$ cat src/rtl/otp_prog_pkg.sv
package otp_prog_pkg;

  typedef enum logic [3:0] {
    S_IDLE, S_VCC_UP, S_VPP_UP, S_FETCH, S_DECIDE, S_PULSE,
    S_RD_CE, S_RD_OE, S_RD_END, S_CHECK, S_NEXT,
    S_VPP_DN, S_VCC_DN, S_FINISH
  } seq_state_t;

  typedef enum logic [1:0] {
    PH_BLIND, PH_VERIFY, PH_READBACK
  } phase_t;

endpackage

$ cat src/rtl/otp_delay_timer.sv
module otp_delay_timer #(
  parameter int CNT_W = 8
) (
  input  logic             clk,
  input  logic             rst,
  input  logic             load,
  input  logic [CNT_W-1:0] load_val,
  output logic             zero
);
  logic [CNT_W-1:0] cnt;

  always_ff @(posedge clk) begin
    if (rst)               cnt <= '0;
    else if (load)         cnt <= load_val;
    else if (cnt != '0)    cnt <= cnt - 1'b1;
  end

  assign zero = (cnt == '0);
endmodule

$ cat src/rtl/otp_retry_ctr.sv
module otp_retry_ctr #(
  parameter int MAX_RETRY = 10,
  localparam int RTY_W = $clog2(MAX_RETRY + 1)
) (
  input  logic             clk,
  input  logic             rst,
  input  logic             clr,
  input  logic             inc,
  output logic [RTY_W-1:0] count,
  output logic             full
);
  always_ff @(posedge clk) begin
    if (rst || clr)           count <= '0;
    else if (inc && !full)    count <= count + 1'b1;
  end

  assign full = (count == RTY_W'(MAX_RETRY));

  AST_RETRY_BOUND: assert property (@(posedge clk) disable iff (rst)
    count <= RTY_W'(MAX_RETRY));
endmodule

$ cat src/rtl/otp_verify_cmp.sv
module otp_verify_cmp #(
  parameter int DATA_W = 16
) (
  input  logic              clk,
  input  logic              rst,
  input  logic              sample,
  input  logic [DATA_W-1:0] rd_data,
  input  logic [DATA_W-1:0] exp_data,
  output logic              match
);
  always_ff @(posedge clk) begin
    if (rst)         match <= 1'b0;
    else if (sample) match <= (rd_data == exp_data);
  end
endmodule

$ cat src/rtl/otp_prog_seq.sv
module otp_prog_seq
  import otp_prog_pkg::*;
#(
  parameter int NUM_WORDS  = 32768,
  parameter int DATA_W     = 16,
  parameter int PULSE_CYC  = 6250,
  parameter int SETTLE_CYC = 1250,
  parameter int ACCESS_CYC = 8,
  parameter int MAX_RETRY  = 10,
  localparam int ADDR_W = $clog2(NUM_WORDS),
  localparam int RTY_W  = $clog2(MAX_RETRY + 1)
) (
  input  logic              clk,
  input  logic              rst,
  input  logic              start,
  input  logic              abort,
  output logic [ADDR_W-1:0] img_addr,
  input  logic [DATA_W-1:0] img_data,
  output logic [ADDR_W-1:0] dev_addr,
  output logic [DATA_W-1:0] dev_wdata,
  input  logic [DATA_W-1:0] dev_rdata,
  output logic              pgm_n,
  output logic              ce_n,
  output logic              oe_n,
  output logic              vcc_prog,
  output logic              vpp_prog,
  output logic              busy,
  output logic              done,
  output logic              pass,
  output logic [ADDR_W-1:0] fail_addr,
  output logic [RTY_W-1:0]  fail_retries
);
  localparam int MAX_A   = (PULSE_CYC > SETTLE_CYC) ? PULSE_CYC : SETTLE_CYC;
  localparam int MAX_DLY = (MAX_A > ACCESS_CYC) ? MAX_A : ACCESS_CYC;
  localparam int CNT_W   = $clog2(MAX_DLY + 1);
  localparam logic [ADDR_W-1:0] LAST_ADDR = ADDR_W'(NUM_WORDS - 1);

  seq_state_t        state, state_d;
  phase_t            phase;
  logic [ADDR_W-1:0] addr;
  logic [DATA_W-1:0] word;
  logic              failing;
  logic              tmr_load, tmr_zero;
  logic [CNT_W-1:0]  tmr_val;
  logic              sample, match, abort_take, check_fail;
  logic              rty_clr, rty_inc, rty_full;
  logic [RTY_W-1:0]  rty_cnt;

  otp_delay_timer #(.CNT_W(CNT_W)) u_timer (
    .clk(clk), .rst(rst), .load(tmr_load), .load_val(tmr_val), .zero(tmr_zero));

  otp_retry_ctr #(.MAX_RETRY(MAX_RETRY)) u_retry (
    .clk(clk), .rst(rst), .clr(rty_clr), .inc(rty_inc),
    .count(rty_cnt), .full(rty_full));

  otp_verify_cmp #(.DATA_W(DATA_W)) u_cmp (
    .clk(clk), .rst(rst), .sample(sample), .rd_data(dev_rdata),
    .exp_data(word), .match(match));

  // next-state logic
  always_comb begin
    state_d    = state;
    sample     = 1'b0;
    abort_take = 1'b0;
    unique case (state)
      S_IDLE:   if (start) state_d = S_VCC_UP;
      S_VCC_UP: if (tmr_zero) state_d = S_VPP_UP;
      S_VPP_UP: if (tmr_zero) state_d = S_FETCH;
      S_FETCH:  state_d = S_DECIDE;
      S_DECIDE: begin
        if (img_data == '1)          state_d = S_NEXT;
        else if (phase == PH_BLIND)  state_d = S_PULSE;
        else                         state_d = S_RD_CE;
      end
      S_PULSE:  if (tmr_zero) state_d = (phase == PH_BLIND) ? S_NEXT : S_RD_CE;
      S_RD_CE:  state_d = S_RD_OE;
      S_RD_OE:  if (tmr_zero) begin sample = 1'b1; state_d = S_RD_END; end
      S_RD_END: state_d = S_CHECK;
      S_CHECK: begin
        if (match)                                  state_d = S_NEXT;
        else if (phase == PH_VERIFY && !rty_full)   state_d = S_PULSE;
        else                                        state_d = S_VPP_DN;
      end
      S_NEXT: begin
        if (addr != LAST_ADDR)            state_d = S_FETCH;
        else if (phase == PH_BLIND)       state_d = S_FETCH;
        else if (phase == PH_VERIFY)      state_d = S_VPP_DN;
        else                              state_d = S_FINISH;
      end
      S_VPP_DN: if (tmr_zero) state_d = S_VCC_DN;
      S_VCC_DN: if (tmr_zero)
        state_d = (failing || abort || phase != PH_VERIFY) ? S_FINISH : S_FETCH;
      S_FINISH: state_d = S_IDLE;
      default:  state_d = S_IDLE;
    endcase
    if (abort && !(state inside {S_IDLE, S_VPP_DN, S_VCC_DN, S_FINISH})) begin
      state_d    = S_VPP_DN;
      abort_take = 1'b1;
      sample     = 1'b0;
    end
  end

  assign check_fail = (state == S_CHECK) && (state_d == S_VPP_DN) && !abort_take;

  // one timer serves every timed state; it is reloaded on each state change
  assign tmr_load = (state_d != state);
  always_comb begin
    unique case (state_d)
      S_PULSE:                                 tmr_val = CNT_W'(PULSE_CYC - 1);
      S_RD_OE:                                 tmr_val = CNT_W'(ACCESS_CYC - 1);
      S_VCC_UP, S_VPP_UP, S_VPP_DN, S_VCC_DN:  tmr_val = CNT_W'(SETTLE_CYC - 1);
      default:                                 tmr_val = '0;
    endcase
  end

  assign rty_clr = (state_d == S_FETCH) || (state == S_IDLE);
  assign rty_inc = (state == S_PULSE) && tmr_zero && (phase == PH_VERIFY) && !abort_take;

  always_ff @(posedge clk) begin
    if (rst) begin
      state <= S_IDLE; phase <= PH_BLIND; addr <= '0; word <= '0;
      failing <= 1'b0; pass <= 1'b0; fail_addr <= '0; fail_retries <= '0;
    end else begin
      state <= state_d;
      if (state == S_IDLE && start) begin
        phase <= PH_BLIND; addr <= '0; failing <= 1'b0; pass <= 1'b0;
        fail_addr <= '0; fail_retries <= '0;
      end
      if (state == S_DECIDE) word <= img_data;
      if (state == S_NEXT && !abort_take) begin
        if (addr != LAST_ADDR) addr <= addr + 1'b1;
        else begin
          addr <= '0;
          if (phase == PH_BLIND) phase <= PH_VERIFY;
        end
      end
      if (state == S_VCC_DN && state_d == S_FETCH) phase <= PH_READBACK;
      if (abort_take || check_fail) begin
        failing <= 1'b1; fail_addr <= addr; fail_retries <= rty_cnt;
      end
      if (abort && (state inside {S_VPP_DN, S_VCC_DN})) failing <= 1'b1;
      if (state_d == S_FINISH) pass <= !(failing || abort);
    end
  end

  // registered pin outputs, decoded from the next state
  always_ff @(posedge clk) begin
    if (rst) begin
      pgm_n <= 1'b1; ce_n <= 1'b1; oe_n <= 1'b1;
      vcc_prog <= 1'b0; vpp_prog <= 1'b0; busy <= 1'b0; done <= 1'b0;
    end else begin
      pgm_n <= (state_d != S_PULSE);
      ce_n  <= !(state_d inside {S_PULSE, S_RD_CE, S_RD_OE, S_RD_END});
      oe_n  <= (state_d != S_RD_OE);
      if (state_d == S_VCC_UP)      vcc_prog <= 1'b1;
      else if (state_d == S_VCC_DN) vcc_prog <= 1'b0;
      if (state_d == S_VPP_UP)      vpp_prog <= 1'b1;
      else if (state_d == S_VPP_DN) vpp_prog <= 1'b0;
      busy <= (state_d != S_IDLE);
      done <= (state_d == S_FINISH);
    end
  end

  assign img_addr  = addr;
  assign dev_addr  = addr;
  assign dev_wdata = word;

  AST_VPP_NEEDS_VCC: assert property (@(posedge clk) disable iff (rst)
    vpp_prog |-> vcc_prog);
  AST_PULSE_CONDITIONS: assert property (@(posedge clk) disable iff (rst)
    !pgm_n |-> (vcc_prog && vpp_prog && !ce_n && oe_n));
  AST_OE_AFTER_CE: assert property (@(posedge clk) disable iff (rst)
    $fell(oe_n) |-> ($past(!ce_n) && pgm_n));
  AST_ABORT_STROBE: assert property (@(posedge clk) disable iff (rst)
    abort |=> pgm_n);
  AST_DONE_NOMINAL: assert property (@(posedge clk) disable iff (rst)
    done |-> (!vcc_prog && !vpp_prog));
  AST_DONE_PULSE: assert property (@(posedge clk) disable iff (rst)
    done |=> !done);
endmodule

$ cat config.mk
export PLATFORM = sky130hd
export DESIGN_NAME = otp_prog_seq
export DESIGN_NICKNAME = d
export VERILOG_FILES = /design/src/rtl/otp_prog_pkg.sv /design/src/rtl/otp_delay_timer.sv /design/src/rtl/otp_retry_ctr.sv /design/src/rtl/otp_verify_cmp.sv /design/src/rtl/otp_prog_seq.sv
export SDC_FILE = /design/constraint.sdc
export NUM_CORES = 1
export LEC_CHECK = 0
export BUFFER_PORTS_ARGS = -buffer_cell sky130_fd_sc_hd__buf_4
export CORE_MARGIN = 3
export CORE_UTILIZATION = 58
export DETAILED_ROUTE_END_ITERATION = 16
export GPL_TIMING_DRIVEN = 0
export PLACE_DENSITY = 0.86
export SLEW_MARGIN = 20
export SYNTH_ARGS = -nofsm -noshare
export SYNTH_HDL_FRONTEND = slang
export SYNTH_SLANG_ARGS = --single-unit
$ cat constraint.sdc
create_clock -name clk -period 7.12 [get_ports clk]
set_clock_uncertainty 0.2 [all_clocks]
set_input_delay 1.424 -clock clk [delete_from_list [all_inputs] [get_ports clk]]
set_output_delay 1.424 -clock clk [all_outputs]
set_load 0.05 [all_outputs]
[After elaboration in Yosys (flattened, before gate mapping)]
Index checks and enable logic that the tools add are counted.
Storage, ports and cells
  output and inout bits: 73
  bits of input ports: 36
  bits in registers: 83
  logic and storage cells: 137
Cells by class
  reductions and logical operators: 39
  eq/ne operators: 32
  muxes and demuxes: 44
  $add $sub $neg: 3
Operators with widths (number)
  $mux W4: 17
  $mux W15: 4
  $pmux W4 S13: 1
  $eq A4 B4 Y1 const B: 11
  $pmux W13 S3: 1
  $eq A4 B3 Y1 const B: 7
  $mux W13: 2
  $eq A16 B16 Y1: 1
  $eq A16 B16 Y1 const B: 1
  $eq A4 B2 Y1 const B: 4
  $add A15 B1 Y15 const B: 1
  $ne A15 B15 Y1 const B: 1
  $reduce_bool A2 Y1: 7
  $logic_not A13 Y1: 1
  $reduce_bool A13 Y1: 1
  $sub A13 B1 Y13 const B: 1
  $logic_and A1 B1 Y1: 12
  $mux W1: 12
  $mux W2: 6
  $reduce_bool A4 Y1: 3
  $eq A4 B1 Y1 const B: 2
  $ne A4 B3 Y1 const B: 2
  $logic_not A1 Y1: 5
  $logic_or A1 B1 Y1: 5
  other kinds (10): 10

[Longest topological paths before layout]
  depth after elaboration: 13
  depth in mapped cells: 15
  depth with buffers taken out: 11

[By module]
Synthesis repeated with hierarchy kept, for this count alone.
Unflattened totals
  cells, all modules: 579
  area total of the unflattened synthesis: 4595.7 um^2
Modules (own cells, without submodules)
  otp_prog_seq: area each 3404.5 um^2, times used 1, cells each 440, seq. area each 1301.2 um^2
  otp_delay_timer: area each 763.2 um^2, times used 1, cells each 90, seq. area each 260.2 um^2
  otp_retry_ctr: area each 217.7 um^2, times used 1, cells each 23, seq. area each 80.1 um^2
  otp_verify_cmp: area each 210.2 um^2, times used 1, cells each 26, seq. area each 20.0 um^2

[Least setup slack after synthesis]
No wires, ideal clock.
  kind: input-to-reg
  start point: in img_data[6]
  end point: reg u_timer.cnt[5]
  required time: 6.792 ns
  arrival time: 3.751 ns
  setup time: 0.128 ns
  buffers on the path: 1
  cell stages on the path: 10
  setup slack: 3.042 ns
  cells stage by stage: nand4_1 nor4_1 nor2_1 a222oi_1 nand2_1 or4_1 a211oi_2 buf_6 mux2i_1 nor2_1
On the way
  longest elaborated chain between the ends: 8
  elaborated cells on any way between the ends: 15
  classes of those cells: eq/ne: 8; mux: 5; reduce/logical: 2
Ends and longest elaborated chain
  from (decl): RTL line otp_prog_seq.sv:18  | input logic [DATA_W-1:0] img_data,
  $eq A16 B16 Y1 *: RTL line otp_prog_seq.sv:71  | if (img_data == '1) state_d = S_NEXT;
  $mux W4 *: RTL line otp_prog_seq.sv:71
  $pmux W4 S13 *: RTL line otp_prog_seq.sv:65  | unique case (state)
  $mux W4 *: RTL line otp_prog_seq.sv:96  | if (abort && !(state inside {S_IDLE, S_VPP_DN, S_VCC_DN, S_FINISH})) begin
  $eq A4 B1 Y1, or another cell as far along: RTL line otp_prog_seq.sv:108  | unique case (state_d)
  $reduce_or A4 Y1: RTL line otp_prog_seq.sv:108
  $pmux W13 S3: RTL line otp_prog_seq.sv:108
  $mux W13: RTL line otp_delay_timer.sv:14  | else if (load) cnt <= load_val;
  to (signal assigned): RTL line otp_delay_timer.sv:14
  to (signal assigned): RTL line otp_delay_timer.sv:15  | else if (cnt != '0) cnt <= cnt - 1'b1;
  to (decl): RTL line otp_delay_timer.sv:10  | logic [CNT_W-1:0] cnt;
Every way passes the cells marked *; elsewhere a longest branch is shown, timed or not.
A chain may end at the register's enable or synchronous reset.

[Final worst setup path]
  start point: in img_data[13]
  end point: reg u_timer.cnt[10]
The elaborated chain is that of the path after synthesis.

==> flow_summary.ini <==
[run_status]
status = completed

[clocking]
cts_buffer_depth = 2
clock_sinks = 83
path_clk_slew_ns = 0.09
numCtsBuffers = 9
clock_latency_ns = 0.37
cts-htree-levels = 3
cts_setup_buffers = 0
hold_buffers = 0
tritoncts = built
cts-root-buf = clkbuf_8
cts_resized = 0

[cells_and_area]
fin_nets = 731
final_cell_mix = buf_4 (122), dfxtp_1 (83), nand2_1 (82), nor2_1 (61), a21oi_1 (59)
area_growth_pct = 25.3
drive_gt1_share_pct = 21.2
final_common_cell = buf_4
n_antenna_cell = 0

[sta]
tns_ns = 0
layout_worst_path_cycle_share_pct = 61.3
rsz0062_at_grt = false
clock.fmax_mhz = 229
whs_ns = 0.272
worstMarginPinSlew_ns = 1.03
setup_viol = 0
finalCriticalPeriod_ns = 4.37
slew_headroom_pct = 31.0
hold_viol = 0
slew_violations = 0

[die]
coreArea_um2 = 7330
die_h_um = 93.5
row_count = 31
start_util_pct = 60.6
die_area_um2 = 8750
die_w_um = 93.5
io_pins = 109

[yosys]
ys.flop_type = dfxtp_1
yosysWarnings = 0
yosys.area_share.xor_xnor_pct = 6.50
syn-mean-instance-area_um2 = 7.74
yosysTopAreaCell = dfxtp_1
synthArstFlopShare_pct = 0
synthCells = 574
synth_top_family_by_area = simple AND/OR/NAND/NOR gates
synth_simple_gate_area_share_pct = 29.5
syn_area_um2 = 4440
synthTopCellsByArea = dfxtp_1 (37%), nand2_1 (6.9%), a21oi_1 (6.6%)
synth-edff-count = 0
synth_mux_area_share_pct = 2.48
yosysSeqAreaShare_pct = 37.4
syn_nets = 614
synth_compound_area_share_pct = 16.8
yosysTopAreaCellShare_pct = 37.4
synth_cell_types = 55
yosys_register_bits = 83
synthAdderAreaFrac_pct = 1.13

[setup_path]
crit_path_end_kind = flip-flop
rr_endpoint = u_timer.cnt[10]
path_class = in2reg
rr_startpoint = u_timer.cnt[0]
r2r_setup_slack_ns = 2.88
path_max_fanout = 10
reg2reg_depth = 14
arrival_ns = 4.40
cp-start-kind = input port
worst_ep_required_time_ns = 7.16

[global_route]
grt_max_degree = 15
grt_pass1_vias = 4442
antenna_found_initial = 0
overflow = 0
grtUsageTotal_pct = 30.0
grt_pass1_wl_mm = 21.1

[route]
final_antenna_net_count = 0
drtPass1Iterations = 5
routedWlPerCell_um = 16.4
vias_per_cell = 5.87
post-route-drc-count = 0
first_iter_violations = 373
wl_mm = 13.0
via_count = 4658

[placed_design]
io_buffers = 106
dp_hpwl_mm = 9.52
gp_congestion = 0.949

[power_and_ir_drop]
leakagePower_nw = 2.23
power.density_nw_per_um2 = 350
peakVddDrop_mv = 0.148

[worst_hold_path]
hold_path_end = fail_retries[2]
min_from = fail_retries[2]
min_path_type = reg2reg
hold_depth = 2

[job]
maxCapViolations = 0
-- kinds of logic after synthesis --
logic type                 Yosys count
and+or+nand+nor                    264
AOI/OAI and AO/OA                  124
DFF                                 83
muxes                               11
xor gates and xnor gates            33
buffers and inverters               55
adders and majority gates            4
-- through the flow --
step / util [%] / instance area [um^2] / instances / power [mW] / worst slack [ns]
2_1_floorplan: - / 4440 / 574 / 1.34 / 3.04
3_3_place_gp: 73.2 / 5360 / 779 / 1.56 / 2.45
3_5_place_dp: 73.2 / 5360 / 779 / 1.58 / 2.44
4_1_cts: 75.9 / 5560 / 794 / 1.93 / 2.79
5_1_grt: 76.0 / 5570 / 794 / 2.07 / 2.36
6_report: 76.0 / 5570 / 794 / 1.95 / 2.75
-- worst max-delay path by stage --
stage                 startpoint               to  slack, ns  cells past startpoint
global placement    img_data[13]  u_timer.cnt[12]       2.45                     11
CTS                 img_data[13]  u_timer.cnt[10]       2.79                     11
global route        img_data[13]     fail_addr[3]       2.36                     11
detailed placement  img_data[13]  u_timer.cnt[10]       2.44                     11
floorplan            img_data[6]   u_timer.cnt[5]       3.04                     10
finish              img_data[13]  u_timer.cnt[10]       2.75                     11
-- area by class of cell --
type	instances	area, um^2
buffer	47	245
clock buffer	10	138
clock inverter	5	62.6
fill	565	1760
inverter	8	30.0
multi-input combinational	436	2510
sequential	83	1660
tap	99	124
timing repair buffer	106	796
-- sequential cells by signal, summed over array words and instances, names as in the netlist --
register and count:
u_retry.count 4, phase 2, vcc_prog 1, state 4, done 1, dev_addr 15, vpp_prog 1, pgm_n 1
fail_retries 4, dev_wdata 16, failing 1, pass 1, u_cmp.match 1, busy 1, ce_n 1, fail_addr 15
u_timer.cnt 13, oe_n 1
-- where the power goes --
group          switching [mW]  internal (mW)
Combinational           0.671          0.367
Clock                   0.181          0.172
Sequential             0.0446          0.518
-- Yosys cell counts (5+ instances only) --
| library cell | n |
|---|---|
| a211oi_1 | 8 |
| a21oi_1 | 59 |
| a31oi_1 | 6 |
| and2_1 | 5 |
| and3_1 | 8 |
| buf_4 | 16 |
| clkbuf_1 | 28 |
| dfxtp_1 | 83 |
| inv_1 | 8 |
| mux2i_1 | 11 |
| nand2_1 | 82 |
| nand2b_1 | 7 |
| nand3_1 | 29 |
| nand4_1 | 10 |
| nor2_1 | 61 |
| nor2b_1 | 8 |
| nor3_1 | 13 |
| nor4_1 | 11 |
| o21ai_0 | 23 |
| or3_1 | 6 |
| xnor2_1 | 13 |
| xor2_1 | 20 |
-- metal layers --
layer | vias to the layer above | GRT usage (%) | part of all wire, %
li1 | 2251 | - | -
met1 | 2199 | 37.9 | 42
met2 | 187 | 51.3 | 50
met3 | 21 | 5.79 | 6.4
met4 | 0 | 9.39 | 1.6
met5 | - | 0 | 0
-- worst max-delay path, stage by stage --
cell and delay [ns]:
buf_4 0.08, nand4_1 0.12, nor4_1 0.61, nor2_1 0.09
a222oi_1 0.49, nand2_1 0.26, or4_1 0.55, a211oi_2 0.30
buf_6 0.22, mux2i_1 0.21, nor2_1 0.06
No activity file was read; power rests on OpenSTA's default activity.
